[src/rtl/pkd_pkg.sv]
package pkd_pkg;

    // Default widths of one channel
    localparam int SAMPLE_W = 24;
    localparam int LEVEL_W  = 16;
    localparam int NUM_CH   = 2;

    // Channel slots inside the packed per-channel vectors
    localparam int VOLT_IDX = 0;
    localparam int CURR_IDX = 1;

    // Per-channel event produced by the comparison stage
    typedef struct packed {
        logic valid;
        logic over;
    } chan_evt_t;

    // Next state of a sticky flag: a set dominates a clear
    function automatic logic next_flag(input logic cur, input logic set, input logic clr);
        logic nxt;
        if (set)
            nxt = 1'b1;
        else if (clr)
            nxt = 1'b0;
        else
            nxt = cur;
        return nxt;
    endfunction

endpackage

[src/rtl/pkd_abs_sat.sv]
module pkd_abs_sat #(
    parameter int W = 24
) (
    input  logic [W-1:0] sample,
    output logic [W-1:0] mag
);
    localparam logic [W-1:0] MOST_NEG = {1'b1, {(W-1){1'b0}}};
    localparam logic [W-1:0] MOST_POS = {1'b0, {(W-1){1'b1}}};

    always_comb begin
        if (sample == MOST_NEG)
            mag = MOST_POS;
        else if (sample[W-1])
            mag = (~sample) + 1'b1;
        else
            mag = sample;
    end
endmodule

[src/rtl/pkd_level_cmp.sv]
module pkd_level_cmp #(
    parameter int SAMPLE_W = 24,
    parameter int LEVEL_W  = 16
) (
    input  logic [SAMPLE_W-1:0] mag,
    input  logic [LEVEL_W-1:0]  level,
    input  logic                valid,
    output pkd_pkg::chan_evt_t  evt
);
    localparam int FRAC_W = SAMPLE_W - LEVEL_W;

    logic [LEVEL_W-1:0] mag_hi;
    logic [FRAC_W-1:0]  mag_lo;
    logic               hi_gt;
    logic               hi_eq;

    assign mag_hi = mag[SAMPLE_W-1:FRAC_W];
    assign mag_lo = mag[FRAC_W-1:0];
    assign hi_gt  = mag_hi > level;
    assign hi_eq  = mag_hi == level;

    // Upper bytes decide; low byte only breaks an exact tie on them
    always_comb begin
        evt.valid = valid;
        evt.over  = hi_gt | (hi_eq & (|mag_lo));
    end
endmodule

[src/rtl/pkd_sticky_flag.sv]
module pkd_sticky_flag (
    input  logic               clk,
    input  logic               rst,
    input  pkd_pkg::chan_evt_t evt,
    input  logic               clr,
    output logic               flag
);
    logic hit;
    assign hit = evt.valid & evt.over;

    always_ff @(posedge clk) begin
        if (rst)
            flag <= 1'b0;
        else
            flag <= pkd_pkg::next_flag(flag, hit, clr);
    end
endmodule

[src/rtl/pkd_peak_detect.sv]
module pkd_peak_detect #(
    parameter int SAMPLE_W = pkd_pkg::SAMPLE_W,
    parameter int LEVEL_W  = pkd_pkg::LEVEL_W
) (
    input  logic                clk,
    input  logic                rst,
    input  logic [SAMPLE_W-1:0] v_sample,
    input  logic                v_valid,
    input  logic [SAMPLE_W-1:0] i_sample,
    input  logic                i_valid,
    input  logic [LEVEL_W-1:0]  v_level,
    input  logic [LEVEL_W-1:0]  i_level,
    input  logic                v_irq_en,
    input  logic                i_irq_en,
    input  logic                status_rd,
    output logic                v_peak_flag,
    output logic                i_peak_flag,
    output logic                irq
);
    localparam int NCH = pkd_pkg::NUM_CH;

    logic [NCH-1:0][SAMPLE_W-1:0] smp;
    logic [NCH-1:0][LEVEL_W-1:0]  lvl;
    logic [NCH-1:0]               vld;
    logic [NCH-1:0]               ena;
    logic [NCH-1:0]               flg;

    assign smp[pkd_pkg::VOLT_IDX] = v_sample;
    assign smp[pkd_pkg::CURR_IDX] = i_sample;
    assign lvl[pkd_pkg::VOLT_IDX] = v_level;
    assign lvl[pkd_pkg::CURR_IDX] = i_level;
    assign vld[pkd_pkg::VOLT_IDX] = v_valid;
    assign vld[pkd_pkg::CURR_IDX] = i_valid;
    assign ena[pkd_pkg::VOLT_IDX] = v_irq_en;
    assign ena[pkd_pkg::CURR_IDX] = i_irq_en;

    for (genvar g = 0; g < NCH; g++) begin : g_ch
        logic [SAMPLE_W-1:0] mag;
        pkd_pkg::chan_evt_t  evt;

        pkd_abs_sat #(.W(SAMPLE_W)) u_abs (
            .sample (smp[g]),
            .mag    (mag)
        );

        pkd_level_cmp #(.SAMPLE_W(SAMPLE_W), .LEVEL_W(LEVEL_W)) u_cmp (
            .mag    (mag),
            .level  (lvl[g]),
            .valid  (vld[g]),
            .evt    (evt)
        );

        pkd_sticky_flag u_flag (
            .clk    (clk),
            .rst    (rst),
            .evt    (evt),
            .clr    (status_rd),
            .flag   (flg[g])
        );
    end

    assign v_peak_flag = flg[pkd_pkg::VOLT_IDX];
    assign i_peak_flag = flg[pkd_pkg::CURR_IDX];
    assign irq         = |(flg & ena);
endmodule

[config.mk]
export PLATFORM = sky130hd
export DESIGN_NAME = pkd_peak_detect
export DESIGN_NICKNAME = d
export VERILOG_FILES = /design/src/rtl/pkd_pkg.sv /design/src/rtl/pkd_abs_sat.sv /design/src/rtl/pkd_level_cmp.sv /design/src/rtl/pkd_sticky_flag.sv /design/src/rtl/pkd_peak_detect.sv
export SDC_FILE = /design/constraint.sdc
export NUM_CORES = 1
export LEC_CHECK = 0
export BUFFER_PORTS_ARGS = -buffer_cell sky130_fd_sc_hd__buf_2
export CAP_MARGIN = 20
export CORE_MARGIN = 4
export CORE_UTILIZATION = 40
export DETAILED_ROUTE_END_ITERATION = 8
export GPL_TIMING_DRIVEN = 0
export HOLD_SLACK_MARGIN = 0.06
export PLACE_DENSITY = 0.65
export SLEW_MARGIN = 25
export SYNTH_ARGS = -nofsm -noshare
export SYNTH_HDL_FRONTEND = slang
export SYNTH_HIERARCHICAL = 1
export SYNTH_SLANG_ARGS = --single-unit
[constraint.sdc]
create_clock -name clk -period 8.4 [get_ports clk]
set_clock_uncertainty 0.05 [all_clocks]
set_input_delay 0.42 -clock clk [delete_from_list [all_inputs] [get_ports clk]]
set_output_delay 0.42 -clock clk [all_outputs]
set_load 0.03 [all_outputs]
# Yosys cells after proc, flatten, opt, wreduce, memory -nomap -nowiden
# Index checks and enable logic that the tools add are counted.
dict set report totals {
  ff_bits 2
  input_bits 87
  output_inout_bits 3
  word_cells 31
}
dict set report op_classes {
  n_addsub 2
  magnitude_cmp 2
  n_eq_ne 4
  muxes 7
  n_bitwise 9
  n_reduce_logical 5
}
# operator count
set op_table {}
lappend op_table {{2-to-1 mux 24 bit} 4}
lappend op_table {{adder 24 x 1 -> 24 bit, second input constant} 2}
lappend op_table {{== test 24 bit, second input constant} 2}
lappend op_table {{NOT 24 bit} 2}
lappend op_table {{== test 16 bit} 2}
lappend op_table {{> comparator 16 bit} 2}
lappend op_table {{OR reduction 8 bit} 2}
lappend op_table {{AND 1 bit} 4}
lappend op_table {{nonzero test 2 bit} 2}
lappend op_table {{2-to-1 mux 1 bit} 3}
lappend op_table {{AND 2 bit} 1}
lappend op_table {{bitwise OR 1 bit} 2}
lappend op_table {{OR reduction 2 bit} 1}

# Longest topological paths before layout
# Gate-level depths: netlist (run 1).
dict set report depth {
  ltp_word 9
  ltp_mapped 17
  ltp_nobuf 15
}

# By module
# The synthesis (run 1) kept the hierarchy.
# mod instances cells_each area_each_um2 seq_area_each_um2
set modules_own_cells {}
lappend modules_own_cells {pkd_abs_sat 2 105 696.9 0.0}
lappend modules_own_cells {pkd_level_cmp 2 61 435.4 0.0}
lappend modules_own_cells {pkd_sticky_flag 2 4 38.8 20.0}
lappend modules_own_cells {pkd_peak_detect 1 1 8.8 0.0}

# Worst setup path after synthesis (run 1)
# Ideal clock, no wire load.
dict set report synth_path {
  path_type {input to register}
  from {in v_sample[0]}
  to {reg g_ch[0].u_flag.flag}
  setup_time_ns 0.115
  arrival_time_ns 3.144
  required_ns 8.235
  slack_ns 5.091
  cell_stages 17
  path_buffers 2
  path_cell_list {inv_1 > ha_1 > or4b_2 > clkbuf_1 > nor3_1 > nand2_1 > clkbuf_1 > nand2_1 > inv_1 > ha_1 > and4_1 > nor2_1 > o21ai_0 > a221oi_1 > a21oi_1 > nand2_1 > a21oi_2}
}
# item line_no
set synth_rtl {}
lappend synth_rtl {{from (decl)} pkd_peak_detect.sv:7} ;# input logic [SAMPLE_W-1:0] v_sample,
lappend synth_rtl {{to (signal assigned)} pkd_sticky_flag.sv:15} ;# flag <= pkd_pkg::next_flag(flag, hit, clr);
lappend synth_rtl {{to (decl)} pkd_sticky_flag.sv:6} ;# output logic flag

==> impl_metrics.yaml, run 1 <==
job:
  drv_cap: 0
timing:
  rsz0062_at_grt: "no"
  period_needed_ps: 3700
  finalSetupViolCount: 0
  min_period_over_period: 0.441
  slew_violations: 0
  fin_hold_ws_ps: 344
  worst_pin_slew_ps: 635
  finalHoldViolations: 0
  fmax_mhz: 270
  max_slew_margin: 0.577
  fin_setup_tns_ps: 0
logic_synthesis:
  synthTopCellsByArea: "ha_1 18%, a21oi_1 7.7%, mux2i_1 6.8%"
  ys_warn_count: 6
  ys_async_sr_fraction: 0
  syn-cell-area_sq_um: 2350
  synth_ff_type: "dfxtp_1"
  synthTopCellsByCount: "40 x nand2_1, 36 x a21oi_1, 36 x inv_1"
  synth_edf_count: 0
  synth_most_common_cell: "nand2_1"
  synth_top_cell_by_area: "ha_1"
  synth_cell_types: 40
  syn_area_per_cell_sq_um: 6.89
  netlist.area_leader.share: 0.181
  syn_inst: 341
  synth_nets: 462
  yosys_register_bits: 2
  yosysSeqAreaShare: 0.0170
cells_and_area:
  drive_gt1_frac: 0.269
  top_regs: "g_ch.u_flag/flag: 2 flops"
  multi_input_area_sq_um: 2080
  top_register: "g_ch.u_flag/flag"
  fin_nets: 554
  diodes: 0
  largest_reg_flops: 2
  area_growth_pct: 24.1
  seqCellArea_sq_um: 40.0
  nFillCells: 614
floorplanning:
  fp-row-count: 27
  core_area_sq_um: 5610
  dieArea_sq_um: 7170
  io-pin-count: 90
  die_x_um: 84.7
  die_y_um: 84.7
  initial_core_util: 0.419
worst_setup_path:
  required_ps: 8450
  critPathKind: "input port to register"
  critPathMaxFanout: 10
  critPathArrivalTime_ps: 3750
  crit_path_start_kind: "input port"
  path_cells: "buf_2 -> inv_1 -> ha_1 -> or4b_2 -> clkbuf_1 -> nor3_1 -> nand2_1 -> clkbuf_1 -> nand2_1 -> inv_1 -> ha_1 -> and4_1 -> nor2_1 -> o21ai_0 -> a221oi_1 -> a21oi_1 -> nand2_1 -> a21oi_2"
  slowest_delay_ps: 590
  cp_top_family: "simple AND/OR/NAND/NOR gates"
  crit_path_frequent_cell: "nand2_1"
  path_buf_inv: 5
  cp-end-kind: "register"
  critPathSlowestCell: "or4b_2"
run_status:
  outcome: "completed"
global_route:
  grtUsageMet3: 0.0226
  gr-usage-met2: 0.288
  grt_util_met1: 0.262
  antenna_found_initial: 0
  grt_max_degree: 11
  grt_first_pass_wirelength_um: 11200
  top_usage_layer: "met2"
  grt.total_usage: 0.182
  gr-total-overflow: 0
  grt_pass1_vias: 2552
clock_tree:
  htreeDepth: 1
  cts_sinks: 2
  clock_path_buffers: 2
  clk_latency_ps: 210
  hold_buffers: 0
  cts_setup_buffers: 0
  cts_tree: "done"
  clk_pin_slew_ps: 30
  cts_root_buf: "clkbuf_8"
  cts_resized: 0
  cts_buffers: 3
place:
  port_buffers: 87
  place_congestion: 0.845
  dp_hpwl_um: 5570
route:
  postRouteAntennaNets: 0
  wl_per_cell_um: 13.0
  drtIter0Drc: 98
  totalWireLength_um: 6530
  post_drt_via_cell_ratio: 5.36
  first_pass_iters: 4
  num_vias: 2694
  drc: 0
power_and_ir_drop:
  power.leakage_uw: 0.00149
  vdd_drop_max_v: 0.0000497
  power.density_nw_per_um2: 59.4
min_path:
  hold_path_class: "input port to register"
final cells by class:
cell class	instances	share of cell area
plain buffers	22	0.0343
clock buffers	3	0.0142
inverters	36	0.0463
multi-input cells	281	0.711
flip-flops and latches	2	0.0137
well taps	72	0.0309
repair buffers	87	0.149
routing by layer:
| layer | wire [um] | up-vias |
|---|---|---|
| li1 | - | 1422 |
| met1 | 3130 | 1190 |
| met2 | 2990 | 76 |
| met3 | 356 | 6 |
| met4 | 59 | 0 |
| met5 | 0 | - |
cells in the final DEF (no fill, tap or decap), drive strengths merged, types with 6 or more instances in the layout:
master   n
a21oi   38
buf     97
clkbuf  15
ha      34
inv     36
mux2i   16
nand2   40
nor2    14
nor3     8
nor4     8
o21ai   22
o31ai    8
o41ai    8
or3     12
or4      6
xor2    16
kinds of logic (layout without fill, tap and decap cells):
group / Yosys count / after routing / share of synthesized area
and+or+nand+nor: 116 / 116 / 0.268
AOI/OAI and AO/OA: 95 / 95 / 0.291
buffers and inverters: 58 / 148 / 0.100
adders and majority gates: 34 / 34 / 0.181
xor gates and xnor gates: 20 / 20 / 0.0745
muxes: 16 / 16 / 0.0681
DFF: 2 / 2 / 0.0170
stage by stage:
step / std cells / setup WS [ps] / area [sq um] / util / power, uW
4_1_cts: 503 / 4690 / 2920 / 0.520 / 175
5_1_grt: 503 / 4400 / 2920 / 0.520 / 193
6_report: 503 / 4700 / 2920 / 0.520 / 173
3_5_place_dp: 500 / 4490 / 2880 / 0.513 / 135
3_3_place_gp: 500 / 4490 / 2880 / 0.513 / 133
2_1_floorplan: 341 / 5090 / 2350 / - / 89.1
report_power, final:
part | switching [uW] | internal [uW] | leakage, uW
clock | 8.04 | 30.3 | 0.0000216
sequential | 0.412 | 10.1 | 0.0000163
combinational | 67.2 | 57.3 | 0.00145
total | 75.7 | 97.7 | 0.00149
final timing paths:
path / startpoint / to / slack (ps) / cells past startpoint
setup / recovery: i_sample[0] / g_ch[1].u_flag/flag$_SDFFE_PP0P_ / 4700 / 18
hold / removal: rst / g_ch[0].u_flag/flag$_SDFFE_PP0P_ / 340 / 2
setup reg to reg: g_ch[1].u_flag/flag$_SDFFE_PP0P_ / g_ch[1].u_flag/flag$_SDFFE_PP0P_ / 7740 / 2
hold reg to reg: g_ch[0].u_flag/flag$_SDFFE_PP0P_ / g_ch[0].u_flag/flag$_SDFFE_PP0P_ / 440 / 2
No activity file was read; power rests on OpenSTA's default activity.
==> inputs of run 2 (changes only) <==
Settings changed: ABC_AREA set to 1, PLACE_DENSITY 0.65 to 0.63.
Clock period 8.4 ns to 3.65 ns, I/O delays scaled along.
==> impl_metrics.yaml, run 2 <==
route:
  num_vias: 3218
  first_pass_iters: 4
  totalWireLength_um: 7420
  drtIter0Drc: 125
  post_drt_via_cell_ratio: 4.74
  drc: 0
  wl_per_cell_um: 10.9
  postRouteAntennaNets: 0
worst_setup_path:
  critPathArrivalTime_ps: 2480
  crit-reg2reg-launch: "g_ch[0].u_flag/flag$_SDFFE_PP0P_"
  required_ps: 3740
  crit_start: "i_sample[0]"
  critPathKind: "input port to register"
  crit_path_frequent_cell: "nand2_1"
  slowest_delay_ps: 290
  critPathSlowestCell: "ha_1"
  path_cells: "buf_2 -> inv_1 -> ha_1 -> nand3_2 -> nor2_4 -> nand2_1 -> nand2_1 -> nand2_1 -> nand2_1 -> nand3_2 -> ha_1 -> nand2_1 -> nor2_1 -> nand2_1 -> o21ai_1 -> nor2_1 -> a21oi_1 -> nand2_1 -> a21oi_2"
  crit_path_start_kind: "input port"
  cp-end-kind: "register"
  critPathMaxFanout: 6
clock_tree:
  cts_setup_buffers: 0
  cts_sinks: 2
  cts_tree: "done"
  cts_root_buf: "clkbuf_8"
  cts_buffers: 3
  hold_buffers: 0
  clock_path_buffers: 2
  clk_pin_slew_ps: 30
  cts_resized: 0
  clk_latency_ps: 200
  htreeDepth: 1
cells_and_area:
  largest_reg_flops: 2
  top_register: "g_ch.u_flag/flag"
  nFillCells: 766
  fin_nets: 722
  area_growth_pct: 20.5
  diodes: 0
  final_cell_mix: "159 x nand2_1, 89 x buf_2, 86 x inv_1"
  instances_no_fill: 679
  seqCellArea_sq_um: 40.0
  final_common_cell: "nand2_1"
  multi_input_area_sq_um: 2290
  drive_gt1_frac: 0.250
  top_regs: "g_ch.u_flag/flag: 2 flops"
logic_synthesis:
  synth_most_common_cell: "nand2_1"
  synth_ff_type: "dfxtp_1"
  synth_top_cell_by_area: "nand2_1"
  yosys_register_bits: 2
  yosysSeqAreaShare: 0.0145
  syn-cell-area_sq_um: 2760
  syn_area_per_cell_sq_um: 5.40
  synthTopCellsByArea: "nand2_1 22%, ha_1 15%, inv_1 12%"
  syn_inst: 511
  netlist.area_leader.share: 0.216
  ys_warn_count: 6
  ys_async_sr_fraction: 0
  synth_edf_count: 0
  synthTopCellsByCount: "159 x nand2_1, 86 x inv_1, 66 x nor2_1"
  synth_nets: 632
  synth_cell_types: 29
timing:
  worst_pin_slew_ps: 452
  finalSetupViolCount: 0
  rsz0062_at_grt: "no"
  min_period_over_period: 0.655
  fmax_mhz: 418
  slew_violations: 0
  max_slew_margin: 0.699
  period_needed_ps: 2390
  finalHoldViolations: 0
  fin_setup_tns_ps: 0
run_status:
  outcome: "completed"
global_route:
  antenna_found_initial: 0
  grt_pass1_vias: 3139
  grt_max_degree: 11
  grt_first_pass_wirelength_um: 12900
  gr-total-overflow: 0
  grt.total_usage: 0.180
floorplanning:
  io-pin-count: 90
  initial_core_util: 0.409
  dieArea_sq_um: 8300
  die_x_um: 91.1
  fp-row-count: 30
  core_area_sq_um: 6760
  die_y_um: 91.1
min_path:
  hold_path_class: "input port to register"
  min_from: "rst"
power_and_ir_drop:
  p_sw_uw: 202
  p_clk_frac: 0.195
  power.density_nw_per_um2: 129
  vdd_drop_max_v: 0.000173
  switching_share: 0.470
  power_frac_comb: 0.749
  power.leakage_uw: 0.00212
  internal_power_uw: 229
  power_frac_seq: 0.055
place:
  place_congestion: 0.855
  port_buffers: 85
  dp_hpwl_um: 6660
  dp.cells: 676
job:
  drv_cap: 0
[run 2: layout make-up]
cell class	count	share of cell area
Multi-Input combinational cell	405	0.688
Timing Repair Buffer	85	0.128
Inverter	92	0.104
Tap cell	80	0.0301
Buffer	12	0.0263
Clock buffer	3	0.0124
Sequential cell	2	0.0120
[run 2: logic make-up (layout without fill, tap and decap cells)]
kind of cell | count (synthesis) | in the layout | share of synthesized area
AO/OA/AOI/OAI | 38 | 38 | 0.0861
XOR/XNOR | 18 | 18 | 0.0571
adder cells (fa/ha/maj) | 34 | 34 | 0.154
buffers and inverters | 104 | 192 | 0.157
flip-flops | 2 | 2 | 0.0145
AND/OR/NAND/NOR | 315 | 315 | 0.531
[run 2: stage by stage]
step / utilization / area [sq um] / worst slack (ps) / hold slack, ps / power [uW]
6_report: 0.493 / 3330 / 1260 / 115 / 431
5_1_grt: 0.493 / 3330 / 965 / 117 / 492
4_1_cts: 0.493 / 3330 / 1240 / 113 / 438
3_5_place_dp: 0.486 / 3290 / 1030 / 329 / 350
3_3_place_gp: 0.486 / 3290 / 1040 / 325 / 344
2_1_floorplan: - / 2760 / 1510 / 195 / 244
[run 2: worst max-delay path, delay by kind of cell]
family	cells	cell delay, ps
simple gates	12	1200
fa+ha+maj	2	500
compound gates	3	390
buf+inv	2	190
[run 2: final timing paths]
kind                            slack (ps)                          endpoint  depth (start not counted)
worst min-delay path                   110  g_ch[1].u_flag/flag$_SDFFE_PP0P_                          2
worst max register to register        3030  g_ch[0].u_flag/flag$_SDFFE_PP0P_                          2
worst min register to register         430  g_ch[1].u_flag/flag$_SDFFE_PP0P_                          2
worst max-delay path                  1260  g_ch[1].u_flag/flag$_SDFFE_PP0P_                         19
[run 2: metal layers]
layer | global-route usage | wire length [um] | vias up
met1 | 0.229 | 3550 | 1376
met3 | 0.0191 | 324 | 0
met5 | 0 | 0 | -
li1 | - | - | 1773
met4 | 0.0138 | 0 | 0
met2 | 0.337 | 3550 | 69
[run 2: power by group through the flow]
stage	clock (uW)	combinational, uW	sequential (uW)
2_1_floorplan	0	217	26.3
3_3_place_gp	0	319	24.1
3_5_place_dp	0	326	24.2
4_1_cts	87.2	327	23.9
5_1_grt	89.5	378	24.0
6_report	84.2	323	23.9
==> inputs of run 3 (changes only) <==
Settings changed: PLACE_DENSITY 0.63 to 0.66.
Clock period 3.65 ns to 2.2 ns, I/O delays scaled along.
==> impl_metrics.yaml, run 3 (same netlist as run 2, synthesis figures left out) <==
run_status:
  outcome: "completed"
cells_and_area:
  fin_nets: 738
  drive_gt1_frac: 0.332
  diodes: 0
  top_regs: "g_ch.u_flag/flag: 2 flops"
  area_growth_pct: 33.3
  top_register: "g_ch.u_flag/flag"
  nFillCells: 733
  final_cell_mix: "141 x nand2_1, 85 x buf_2, 80 x inv_1"
  final_common_cell: "nand2_1"
  largest_reg_flops: 2
timing:
  worst_pin_slew_ps: 505
  finalSetupViolCount: 0
  rsz0062_at_grt: "yes"
  min_period_over_period: 0.972
  fmax_mhz: 467
  worst_slack_ps: 60.6
  period_needed_ps: 2140
  max_slew_margin: 0.660
  slew_violations: 0
  finalHoldViolations: 0
clock_tree:
  clk_latency_ps: 210
  cts_buffers: 3
  cts_root_buf: "clkbuf_8"
  htreeDepth: 1
  clk_pin_slew_ps: 30
  cts_tree: "done"
  clock_path_buffers: 2
  cts_sinks: 2
global_route:
  grt.total_usage: 0.186
  grt_max_degree: 11
  antenna_found_initial: 0
  grt_pass1_vias: 3106
  grt_first_pass_wirelength_um: 13200
  gr-total-overflow: 0
power_and_ir_drop:
  power.leakage_uw: 0.00221
  p_clk_frac: 0.179
  vdd_drop_max_v: 0.000232
  internal_power_uw: 415
  power_frac_comb: 0.771
  power_frac_seq: 0.050
  power.density_nw_per_um2: 214
  p_sw_uw: 374
  switching_share: 0.473
  totalPowerFinal_uw: 789
place:
  place_ws_ps: -333
  place_congestion: 0.909
  port_buffers: 85
  dp_hpwl_um: 6800
worst_setup_path:
  timing.rr.end: "g_ch[0].u_flag/flag$_SDFFE_PP0P_"
  worstRegToRegCells: 2
  crit_path_start_kind: "input port"
  cp-end-kind: "register"
  ff2ff_setup_slack_ps: 1540
  critPathMaxFanout: 6
  critPathArrivalTime_ps: 2230
  required_ps: 2290
  critPathKind: "input port to register"
  crit-reg2reg-launch: "g_ch[0].u_flag/flag$_SDFFE_PP0P_"
min_path:
  min_from: "i_valid"
  hold_path_depth: 3
  holdPathEnd: "g_ch[1].u_flag/flag$_SDFFE_PP0P_"
  hold_path_class: "input port to register"
floorplanning:
  io-pin-count: 90
  die_y_um: 91.1
  core_area_sq_um: 6760
  initial_core_util: 0.409
  dieArea_sq_um: 8300
  die_x_um: 91.1
  fp-row-count: 30
route:
  drc: 0
  totalWireLength_um: 8060
  wl_per_cell_um: 11.6
  num_vias: 3336
  postRouteAntennaNets: 0
  first_pass_iters: 4
  post_drt_via_cell_ratio: 4.80
  drtIter0Drc: 134
job:
  drv_cap: 0
## run 3: changes by cell type in the layout (fill, tap and decap cells not counted), moves of 3 or more
cell     change
nor2_2       +8
nor2_1       -9
buf_4       +13
inv_1        -6
buf_2        -4
ha_4         +5
nand2_1     -18
inv_4        +3
buf_8        +3
ha_1         -5
nand2_2     +16
## run 3: layer usage
layer	routed length [um]	share of wire	track usage	vias up
met5	0	0	0	-
met4	61	0.0076	0.0314	0
met3	339	0.042	0.0166	6
met2	3950	0.49	0.329	72
met1	3710	0.46	0.247	1449
li1	-	-	-	1809
## run 3: critical path, stage by stage
cell and delay (ps):
buf_8 100, inv_4 50, ha_4 140, nand3_4 90, nor2_4 200, nand3_2 110
inv_2 80, nand2_4 60, buf_6 140, nand2_2 60, inv_2 40, ha_4 250
nand2_2 50, nor2_2 120, nand2_2 90, o21ai_1 140, nor2_1 60, a21oi_1 140
nand2_1 80, a21oi_2 120
## run 3: cell type report
cell class / instances / area, sq um / share of cell area
Buffer: 12 / 91.3 / 0.0248
Tap cell: 80 / 100 / 0.0272
Multi-Input combinational cell: 405 / 2460 / 0.668
Clock buffer: 3 / 41.3 / 0.0112
Inverter: 92 / 358 / 0.0972
Timing Repair Buffer: 101 / 589 / 0.160
Sequential cell: 2 / 40.0 / 0.0109
## run 3: stage by stage
| step | instances | setup TNS (ps) | hold WS (ps) | util | cell area (sq um) |
|---|---|---|---|---|---|
| 6_report | 695 | 0 | 119 | 0.545 | 3680 |
| 5_1_grt | 695 | -110 | 132 | 0.545 | 3680 |
| 4_1_cts | 682 | 0 | 127 | 0.500 | 3380 |
| 3_5_place_dp | 676 | -652 | 254 | 0.486 | 3290 |
| 3_3_place_gp | 676 | -588 | 253 | 0.486 | 3290 |
| 2_1_floorplan | 511 | 0 | 122 | - | 2760 |
## run 3: worst max-delay path by stage
| stage | to | startpoint | slack [ps] | cells after the start |
|---|---|---|---|---|
| floorplan | g_ch[0].u_flag/flag$_SDFFE_PP0P_ | v_sample[0] | 130 | 19 |
| CTS | g_ch[1].u_flag/flag$_SDFFE_PP0P_ | i_sample[0] | 20 | 18 |
| global route | g_ch[1].u_flag/flag$_SDFFE_PP0P_ | i_sample[0] | -70 | 20 |
| finish | g_ch[0].u_flag/flag$_SDFFE_PP0P_ | v_sample[1] | 60 | 20 |
| detailed placement | g_ch[0].u_flag/flag$_SDFFE_PP0P_ | v_sample[0] | -330 | 20 |
| global placement | g_ch[0].u_flag/flag$_SDFFE_PP0P_ | v_sample[0] | -310 | 20 |
## run 3: power by group through the flow
stage	clock network [uW]	logic [uW]	registers [uW]
5_1_grt	152	696	40.0
4_1_cts	146	551	39.6
2_1_floorplan	0	361	43.6
3_5_place_dp	0	542	40.1
3_3_place_gp	0	531	40.0
6_report	141	608	39.6
## run 3: what timing repair did
| item | CTS | global route |
|---|---|---|
| endpoints found under the hold margin | 2 | 0 |
| pin swaps | 3 | 30 |
| gates resized for setup | 7 | 53 |
| hold buffers | 1 | 0 |
| endpoints found under the setup margin | 2 | 2 |
| cloned | 0 | 0 |
| setup buffers | 2 | 13 |
